## config.mk

```make
export PLATFORM = sky130hd
export DESIGN_NAME = irq_accept_ctrl
export DESIGN_NICKNAME = d
export VERILOG_FILES = /design/src/rtl/irq_accept_pkg.sv /design/src/rtl/irq_src_slot.sv /design/src/rtl/irq_prio_arb.sv /design/src/rtl/irq_accept_ctrl.sv
export SDC_FILE = /design/constraint.sdc
export NUM_CORES = 1
export LEC_CHECK = 0
export CORE_MARGIN = 3
export CORE_UTILIZATION = 48
export CTS_CLUSTER_SIZE = 28
export DETAILED_ROUTE_END_ITERATION = 8
export PLACE_DENSITY = 0.85
export SYNTH_ARGS = -nofsm -noshare
export SYNTH_HDL_FRONTEND = slang
export SYNTH_HIERARCHICAL = 1
export SYNTH_SLANG_ARGS = --single-unit
export TNS_END_PERCENT = 5
```

## constraint.sdc

```tcl
create_clock -name clk -period 10.2 [get_ports clk]
set_input_delay 2.04 -clock clk [delete_from_list [all_inputs] [get_ports clk]]
set_output_delay 2.04 -clock clk [all_outputs]
set_load 0.02 [all_outputs]
```

## src/rtl/irq_accept_pkg.sv

```systemverilog
package irq_accept_pkg;

    typedef enum logic {
        IEN_BY_OTHER  = 1'b0,
        IEN_BY_RETURN = 1'b1
    } ien_kind_e;

endpackage

```

## src/rtl/irq_src_slot.sv

```systemverilog
module irq_src_slot #(
    parameter int LVL_W = 3
) (
    input  logic             clk,
    input  logic             rst_n,
    input  logic             set_i,
    input  logic             sw_clr_i,
    input  logic             ack_clr_i,
    input  logic             lvl_we_i,
    input  logic [LVL_W-1:0] lvl_wdata_i,
    output logic             flag_o,
    output logic [LVL_W-1:0] lvl_o
);

    typedef struct packed {
        logic             flag;
        logic [LVL_W-1:0] lvl;
    } slot_t;

    slot_t slot_d, slot_q;

    always_comb begin
        slot_d = slot_q;
        if (lvl_we_i) begin
            slot_d.lvl = lvl_wdata_i;
        end
        // hardware set has priority over any clear
        if (set_i) begin
            slot_d.flag = 1'b1;
        end else if (sw_clr_i || ack_clr_i) begin
            slot_d.flag = 1'b0;
        end
    end

    always_ff @(posedge clk or negedge rst_n) begin
        if (!rst_n) begin
            slot_q <= '0;
        end else begin
            slot_q <= slot_d;
        end
    end

    assign flag_o = slot_q.flag;
    assign lvl_o  = slot_q.lvl;

endmodule

```

## src/rtl/irq_prio_arb.sv

```systemverilog
module irq_prio_arb #(
    parameter int NUM_SRC = 4,
    parameter int LVL_W   = 3,
    localparam int IDX_W  = (NUM_SRC > 1) ? $clog2(NUM_SRC) : 1
) (
    input  logic [NUM_SRC-1:0]       flags_i,
    input  logic [NUM_SRC*LVL_W-1:0] levels_i,
    input  logic [LVL_W-1:0]         floor_i,
    input  logic                     enable_i,
    output logic                     any_o,
    output logic [IDX_W-1:0]         idx_o
);

    logic [LVL_W-1:0] best;
    logic [LVL_W-1:0] cand;

    always_comb begin
        any_o = 1'b0;
        idx_o = '0;
        best  = '0;
        cand  = '0;
        for (int i = 0; i < NUM_SRC; i++) begin
            cand = levels_i[i*LVL_W +: LVL_W];
            // strict compare keeps the lowest index on equal levels
            if (enable_i && flags_i[i] && (cand > floor_i) && (cand > best)) begin
                any_o = 1'b1;
                idx_o = IDX_W'(i);
                best  = cand;
            end
        end
    end

endmodule

```

## src/rtl/irq_accept_ctrl.sv

```systemverilog
module irq_accept_ctrl
    import irq_accept_pkg::*;
#(
    parameter int NUM_SRC = 4,
    parameter int LVL_W   = 3,
    localparam int IDX_W  = (NUM_SRC > 1) ? $clog2(NUM_SRC) : 1
) (
    input  logic                     clk,
    input  logic                     rst_n,
    input  logic [NUM_SRC-1:0]       src_req_i,
    input  logic [NUM_SRC-1:0]       flag_wr_i,
    input  logic                     flag_wdata_i,
    input  logic [NUM_SRC-1:0]       lvl_wr_i,
    input  logic [LVL_W-1:0]         lvl_wdata_i,
    input  logic                     ipl_wr_i,
    input  logic [LVL_W-1:0]         ipl_wdata_i,
    input  logic                     ien_wr_i,
    input  logic                     ien_wdata_i,
    input  logic                     ien_kind_i,
    input  logic                     boundary_i,
    input  logic                     ack_done_i,
    output logic                     accept_o,
    output logic [IDX_W-1:0]         win_idx_o,
    output logic                     ien_o,
    output logic [LVL_W-1:0]         ipl_o,
    output logic [NUM_SRC-1:0]       req_flags_o,
    output logic [NUM_SRC*LVL_W-1:0] levels_o
);

    typedef struct packed {
        logic             ien;
        logic [LVL_W-1:0] ipl;
        logic             accept;
        logic [IDX_W-1:0] win;
    } ctrl_t;

    ctrl_t              ctrl_d, ctrl_q;
    logic               eff_en;
    logic               arb_any;
    logic [IDX_W-1:0]   arb_idx;
    logic [NUM_SRC-1:0] ack_clr;
    logic [NUM_SRC-1:0] sw_clr;

    // enable seen by this boundary: a return writes through, others wait
    assign eff_en = (ien_wr_i && (ien_kind_e'(ien_kind_i) == IEN_BY_RETURN))
                    ? ien_wdata_i : ctrl_q.ien;

    assign sw_clr = flag_wr_i & {NUM_SRC{~flag_wdata_i}};

    generate
        for (genvar g = 0; g < NUM_SRC; g++) begin : g_slot
            irq_src_slot #(.LVL_W(LVL_W)) u_slot (
                .clk         (clk),
                .rst_n       (rst_n),
                .set_i       (src_req_i[g]),
                .sw_clr_i    (sw_clr[g]),
                .ack_clr_i   (ack_clr[g]),
                .lvl_we_i    (lvl_wr_i[g]),
                .lvl_wdata_i (lvl_wdata_i),
                .flag_o      (req_flags_o[g]),
                .lvl_o       (levels_o[g*LVL_W +: LVL_W])
            );
        end
    endgenerate

    irq_prio_arb #(.NUM_SRC(NUM_SRC), .LVL_W(LVL_W)) u_arb (
        .flags_i  (req_flags_o),
        .levels_i (levels_o),
        .floor_i  (ctrl_q.ipl),
        .enable_i (eff_en),
        .any_o    (arb_any),
        .idx_o    (arb_idx)
    );

    always_comb begin
        ctrl_d  = ctrl_q;
        ack_clr = '0;
        if (ien_wr_i) begin
            ctrl_d.ien = ien_wdata_i;
        end
        if (ipl_wr_i) begin
            ctrl_d.ipl = ipl_wdata_i;
        end
        if (ctrl_q.accept) begin
            if (ack_done_i) begin
                ctrl_d.accept = 1'b0;
                for (int i = 0; i < NUM_SRC; i++) begin
                    ack_clr[i] = (ctrl_q.win == IDX_W'(i));
                end
            end
        end else if (boundary_i && arb_any) begin
            ctrl_d.accept = 1'b1;
            ctrl_d.win    = arb_idx;
        end
    end

    always_ff @(posedge clk or negedge rst_n) begin
        if (!rst_n) begin
            ctrl_q <= '0;
        end else begin
            ctrl_q <= ctrl_d;
        end
    end

    assign accept_o  = ctrl_q.accept;
    assign win_idx_o = ctrl_q.win;
    assign ien_o     = ctrl_q.ien;
    assign ipl_o     = ctrl_q.ipl;

endmodule

```

==> results_dict.tcl, run 1 <==
set metrics [dict create \
    status "finished clean" \
    grt_max_degree 24 \
    leakagePower_nw 0.969 \
    via_count 1331 \
    yosysWarnings 6 \
    wl_per_cell_um 15.6 \
    clock.fmax_mhz 144 \
    worstHoldPathType "register to register" \
    drive_gt1_share_pct 14.8 \
    hold_viol 0 \
    cts_root_buf "clkbuf_4" \
    synth.top_cell.area_share_pct 36.5 \
    synthTopCellsByCount "dfrtp_1 (23), ha_1 (21), mux2_2 (17)" \
    synth_edf_count 0 \
    gp_congestion 0.784 \
    insertion_delay_ns 0.31 \
    numPortBuffers 49 \
    holdBufCountCts 0 \
    cts_buffers 3 \
    viasPerCell 5.39 \
    syn_nets 198 \
    fp.dieArea_um2 4010 \
    seqCellArea_um2 576 \
    tightestPinTransition_ns 1.04 \
    critPathLaunch "ien_wr_i" \
    hold-path-endpoint "g_slot[0].u_slot/flag_o" \
    fin_worst_skew_ns 0.00712 \
    io_pins 50 \
    htreeDepth 1 \
    core-area_um2 3100 \
    ys_ff_latch 23 \
    drtPass1Iterations 4 \
    die_x_um 63.3 \
    grt_pass1_wl_mm 6.47 \
    maxSlewHeadroom_pct 30.7 \
    period_share_pct 68.3 \
    fin_crit_ns 6.96 \
    seq_power_share_pct 38.8 \
    switchingPower_w 0.000113 \
    hold_depth 1 \
    overflow 0 \
    r2r_start "ipl_o[2]" \
    insertedDiodeCount 0 \
    fillers 279 \
    synth_top_area_cell "dfrtp_1" \
    start_util_pct 50.8 \
    drc 0 \
    setup_tns_ns 0 \
    grt_setup_unrepaired "no" \
    rr_worst_depth 24 \
    final_util_pct 69.3 \
    grt.total_usage_pct 20.3 \
    dp_hpwl_mm 3.16 \
    chipHeight_um 63.3 \
    slew_viol_final 0 \
    finalSetupViolations 0 \
    critPathLaunchType "primary input" \
    min-delay-start "g_slot[0].u_slot/flag_o" \
    syn2layout_area_growth_pct 36.2 \
    critPathKind "primary input to register" \
    first_global_vias 1358 \
    fin_nets 252 \
    cts_buffer_depth 2 \
    ys_types 29 \
    syn_area_um2 1580 \
    multiInputGateArea_um2 953 \
    syn-instance-count 150 \
    ir_drop_v 0.0000785 \
    reg2reg_slack_ns 4.95 \
    path_max_fanout 9 \
    avgSynthCellArea_um2 10.5 \
    clkPwrFrac_pct 13.6 \
    critPathArrivalTime_ns 7.17 \
    synth_ff_type "dfrtp_1" \
    grt_antenna_before_repair 0 \
    synthTopCellsByArea "dfrtp_1 (36%), ha_1 (17%), mux2_2 (12%), mux2_4 (3.8%), inv_1 (3.1%)" \
    worstReg2RegEnd "win_idx_o[1]" \
    power.share.combinational_pct 47.5 \
    placed_cell_area_um2 2120 \
    path_clk_slew_ns 0.13 \
    drt_iter0_markers 39 \
    stdcell_area_um2 2150 \
    post-cts-setup-buffers 0 \
    cts_tree "done" \
    ant_nets 0 \
    yosysMostFrequentCell "dfrtp_1" \
    async_flop_share_pct 100 \
    wl_mm 3.85 \
    clock_sinks 23 \
    cp_data_required_time_ns 10.41 \
    cts_resized 0 \
    cpPeakStageDelay_ns 0.49 \
    swShare_pct 36.9 \
    worst-path-buf-inv 1 \
    yosysSeqAreaShare_pct 36.5 \
    max_cap_violations 0 \
    p_per_area_nw_per_um2 142 \
    p_int_w 0.000193 \
    cp_slowest_cell "clkdlybuf4s50_1" \
    num_rows 20 \
    cp_top_family "simple AND/OR/NAND/NOR gates" \
    worstSetupEndpointType "register" \
]
## registers in the layout, summed over array words and instances (netlist names)
signal                flops
g_slot.u_slot/flag_o      4
ien_o                     1
win_idx_o                 2
ipl_o                     3
accept_o                  1
g_slot.u_slot/lvl_o      12
## layer usage
metal / vias to the layer above / track usage, % / part of all wire (%)
met5: - / 0 / 0
met3: 2 / 2.32 / 4.7
met4: 0 / 7.01 / 0.70
met2: 39 / 36.8 / 53
met1: 644 / 24.6 / 41
li1: 646 / - / -
## power groups by stage
stage	clock [W]	sequential (W)	combinational, W
floorplan	0	0.000132	0.0000743
global placement	0	0.000120	0.000137
detailed placement	0	0.000121	0.000145
CTS	0.0000440	0.000119	0.000146
global route	0.0000476	0.000122	0.000159
finish	0.0000417	0.000119	0.000145
## worst reg2reg max path: stages, from the launching register on
cell	delay, ns
dfrtp_1	0.42
inv_1	0.17
ha_1	0.27
a31oi_1	0.31
o211ai_1	0.20
ha_1	0.36
nand2_1	0.06
o21ai_1	0.23
nand4_4	0.19
nor2b_2	0.21
nor2_1	0.15
ha_1	0.26
nand3_1	0.10
and4_2	0.23
nand3_1	0.17
o21ai_0	0.13
o22ai_1	0.09
ha_1	0.30
nor2b_1	0.13
o21ai_0	0.10
a221oi_1	0.36
nor2_1	0.11
o211ai_1	0.18
nand3b_4	0.14
mux2_4	0.31
## cells by family after synthesis
kind of cell / Yosys count / share of synthesized area (%)
buffers and inverters: 13 / 3.09
and+or+nand+nor: 45 / 16.6
muxes: 21 / 15.9
adders and majority gates: 21 / 16.7
DFF: 23 / 36.5
AOI/OAI and AO/OA: 27 / 11.3
## layout make-up
| class | instances | area share [%] |
|---|---|---|
| multi-input combinational | 114 | 44.4 |
| sequential | 23 | 26.8 |
| timing repair buffer | 49 | 22.8 |
| tap | 44 | 2.56 |
| inverter | 13 | 2.27 |
| clock buffer | 4 | 1.22 |
## per-stage QoR
stage | hold slack, ns | cells | worst slack (ns) | power (W)
finish | 0.525 | 247 | 3.24 | 0.000306
global route | 0.552 | 247 | 2.85 | 0.000328
CTS | 0.534 | 247 | 3.31 | 0.000308
detailed placement | 0.505 | 243 | 2.96 | 0.000266
global placement | 0.503 | 243 | 3.19 | 0.000257
floorplan | 0.606 | 150 | 3.95 | 0.000207
## worst max-delay path by stage
stage          cells after the start      endpoint  slack, ns
2_1_floorplan                     23  win_idx_o[0]       3.95
3_3_place_gp                      24  win_idx_o[1]       3.19
3_5_place_dp                      26  win_idx_o[1]       2.96
4_1_cts                           26  win_idx_o[1]       3.31
5_1_grt                           26  win_idx_o[0]       2.85
6_report                          26  win_idx_o[1]       3.24
## placed cells by master (no fill, tap or decap), types with 7 or more instances in the layout
master	n
o21ai_0	7
nand3_1	7
mux2_2	17
inv_1	13
nor2b_1	7
clkdlybuf4s50_1	49
nor2_1	11
dfrtp_1	23
nand2_1	8
ha_1	21
No activity file was read; power rests on OpenSTA's default activity.
==> inputs of run 2 (changes only) <==
CORE_UTILIZATION = 42   (was 48)
PLACE_DENSITY = 0.79   (was 0.85)
clock period = 6.3 ns   (was 10.2 ns; I/O delays follow)
==> results_dict.tcl, run 2 (synthesized netlist as in run 1, its figures left out) <==
set metrics [dict create \
    leakagePower_nw 0.985 \
    drive_gt1_share_pct 17.2 \
    cts_buffers 3 \
    cp.depth 25 \
    io_pins 50 \
    grt_max_degree 24 \
    layout_common_cells "clkdlybuf4s50_1 (49), dfrtp_1 (23), ha_1 (21)" \
    switchingPower_w 0.000201 \
    chipHeight_um 67.3 \
    drt_iter0_markers 44 \
    fp.dieArea_um2 4530 \
    grt.total_usage_pct 19.8 \
    num_rows 21 \
    worst-path-buf-inv 1 \
    p_per_area_nw_per_um2 244 \
    critPathLaunch "ien_wr_i" \
    p_int_w 0.000337 \
    gp_congestion 0.906 \
    final_util_pct 63.7 \
    insertion_delay_ns 0.27 \
    critPathLaunchType "primary input" \
    ant_nets 0 \
    cp_data_required_time_ns 6.46 \
    core-area_um2 3470 \
    die_x_um 67.3 \
    start_util_pct 45.5 \
    critPathArrivalTime_ns 6.16 \
    first_global_vias 1434 \
    grt_antenna_before_repair 0 \
    holdBufCountCts 0 \
    period_share_pct 95.3 \
    rr_worst_depth 24 \
    cts_buffer_depth 2 \
    largest_reg_flops 12 \
    swShare_pct 37.4 \
    finalSetupViolations 0 \
    htreeDepth 1 \
    numPortBuffers 49 \
    clkPwrFrac_pct 17.8 \
    power.share.combinational_pct 46.2 \
    status "finished clean" \
    reg2reg_slack_ns 1.13 \
    worstHoldPathType "register to register" \
    worstReg2RegEnd "win_idx_o[1]" \
    clock_sinks 23 \
    fin_nets 253 \
    worstSetupEndpointType "register" \
    insertedDiodeCount 0 \
    fin_crit_ns 6.00 \
    layout_commonest_cell "clkdlybuf4s50_1" \
    path_max_fanout 9 \
    path_clk_slew_ns 0.08 \
    max_cap_violations 0 \
    slew_viol_final 0 \
    cts_root_buf "clkbuf_8" \
    viasPerCell 5.50 \
    drtPass1Iterations 4 \
    wl_per_cell_um 17.0 \
    overflow 0 \
    hold_ws_ns 0.519 \
    cts_tree "done" \
    dp_hpwl_mm 3.28 \
    fin_worst_skew_ns 0.00430 \
    crit_path_end "win_idx_o[1]" \
    hold_viol 0 \
    ir_drop_v 0.000144 \
    clock.fmax_mhz 167 \
    syn2layout_area_growth_pct 40.0 \
    r2r_start "ipl_o[1]" \
    cpPeakStageDelay_ns 0.48 \
    grt_pass1_wl_mm 6.67 \
    seq_power_share_pct 36.0 \
    tightestPinTransition_ns 1.07 \
    via_count 1376 \
    wl_mm 4.24 \
    cp_slowest_cell "clkdlybuf4s50_1" \
    critPathKind "primary input to register" \
    drc 0 \
    maxSlewHeadroom_pct 28.5 \
    cp_top_family "compound AO/OA/AOI/OAI gates" \
]
-- run 2: changes by cell type in the layout (fill, tap and decap cells not counted), sizes merged --
cell  delta
buf      +1
-- run 2: area by class of cell --
class | instances | area (um^2)
fillers | 299 | 1260
multi-input cells | 114 | 983
flip-flops and latches | 23 | 576
repair buffers | 50 | 498
well taps | 46 | 57.6
inverters | 13 | 48.8
clock buffers | 4 | 45.0
-- run 2: power by group through the flow --
stage | combinational [W] | clock (W) | sequential [W]
floorplan | 0.000120 | 0 | 0.000215
global placement | 0.000222 | 0 | 0.000195
detailed placement | 0.000236 | 0 | 0.000196
CTS | 0.000237 | 0.0000959 | 0.000194
global route | 0.000271 | 0.000101 | 0.000198
finish | 0.000249 | 0.0000958 | 0.000194
-- run 2: timing repair --
action,4_1_cts,5_1_grt
setup endpoints to repair,0,3
buffers inserted,0,1
gates resized for setup,0,5
hold endpoints to repair,0,0
-- run 2: layer usage --
layer,wire (um),share of wire [%],track usage [%],vias to the layer above
met5,0,0,0,-
met4,76,1.8,6.84,0
met3,257,6.1,4.16,9
met2,2250,53,34.2,56
met1,1660,39,24.4,653
li1,-,-,-,658
-- run 2: through the flow --
step	power (W)	std cells	area, um^2	setup slack [ns]	setup TNS, ns
3_3_place_gp	0.000417	245	2130	0.121	0
5_1_grt	0.000570	250	2210	-0.0450	-0.0867
6_report	0.000538	250	2210	0.296	0
4_1_cts	0.000526	249	2170	0.119	0
3_5_place_dp	0.000432	245	2130	-0.141	-0.280
2_1_floorplan	0.000335	150	1580	0.833	0
-- run 2: worst min path at each step --
stage / from / end / slack [ns] / cells after the start
6_report: g_slot[3].u_slot/flag_o / g_slot[3].u_slot/flag_o / 0.52 / 1
4_1_cts: g_slot[1].u_slot/flag_o / g_slot[1].u_slot/flag_o / 0.52 / 1
3_3_place_gp: g_slot[1].u_slot/flag_o / g_slot[1].u_slot/flag_o / 0.50 / 1
3_5_place_dp: g_slot[1].u_slot/flag_o / g_slot[1].u_slot/flag_o / 0.51 / 1
5_1_grt: g_slot[3].u_slot/flag_o / g_slot[3].u_slot/flag_o / 0.53 / 1
2_1_floorplan: g_slot[2].u_slot/flag_o / g_slot[2].u_slot/flag_o / 0.61 / 1
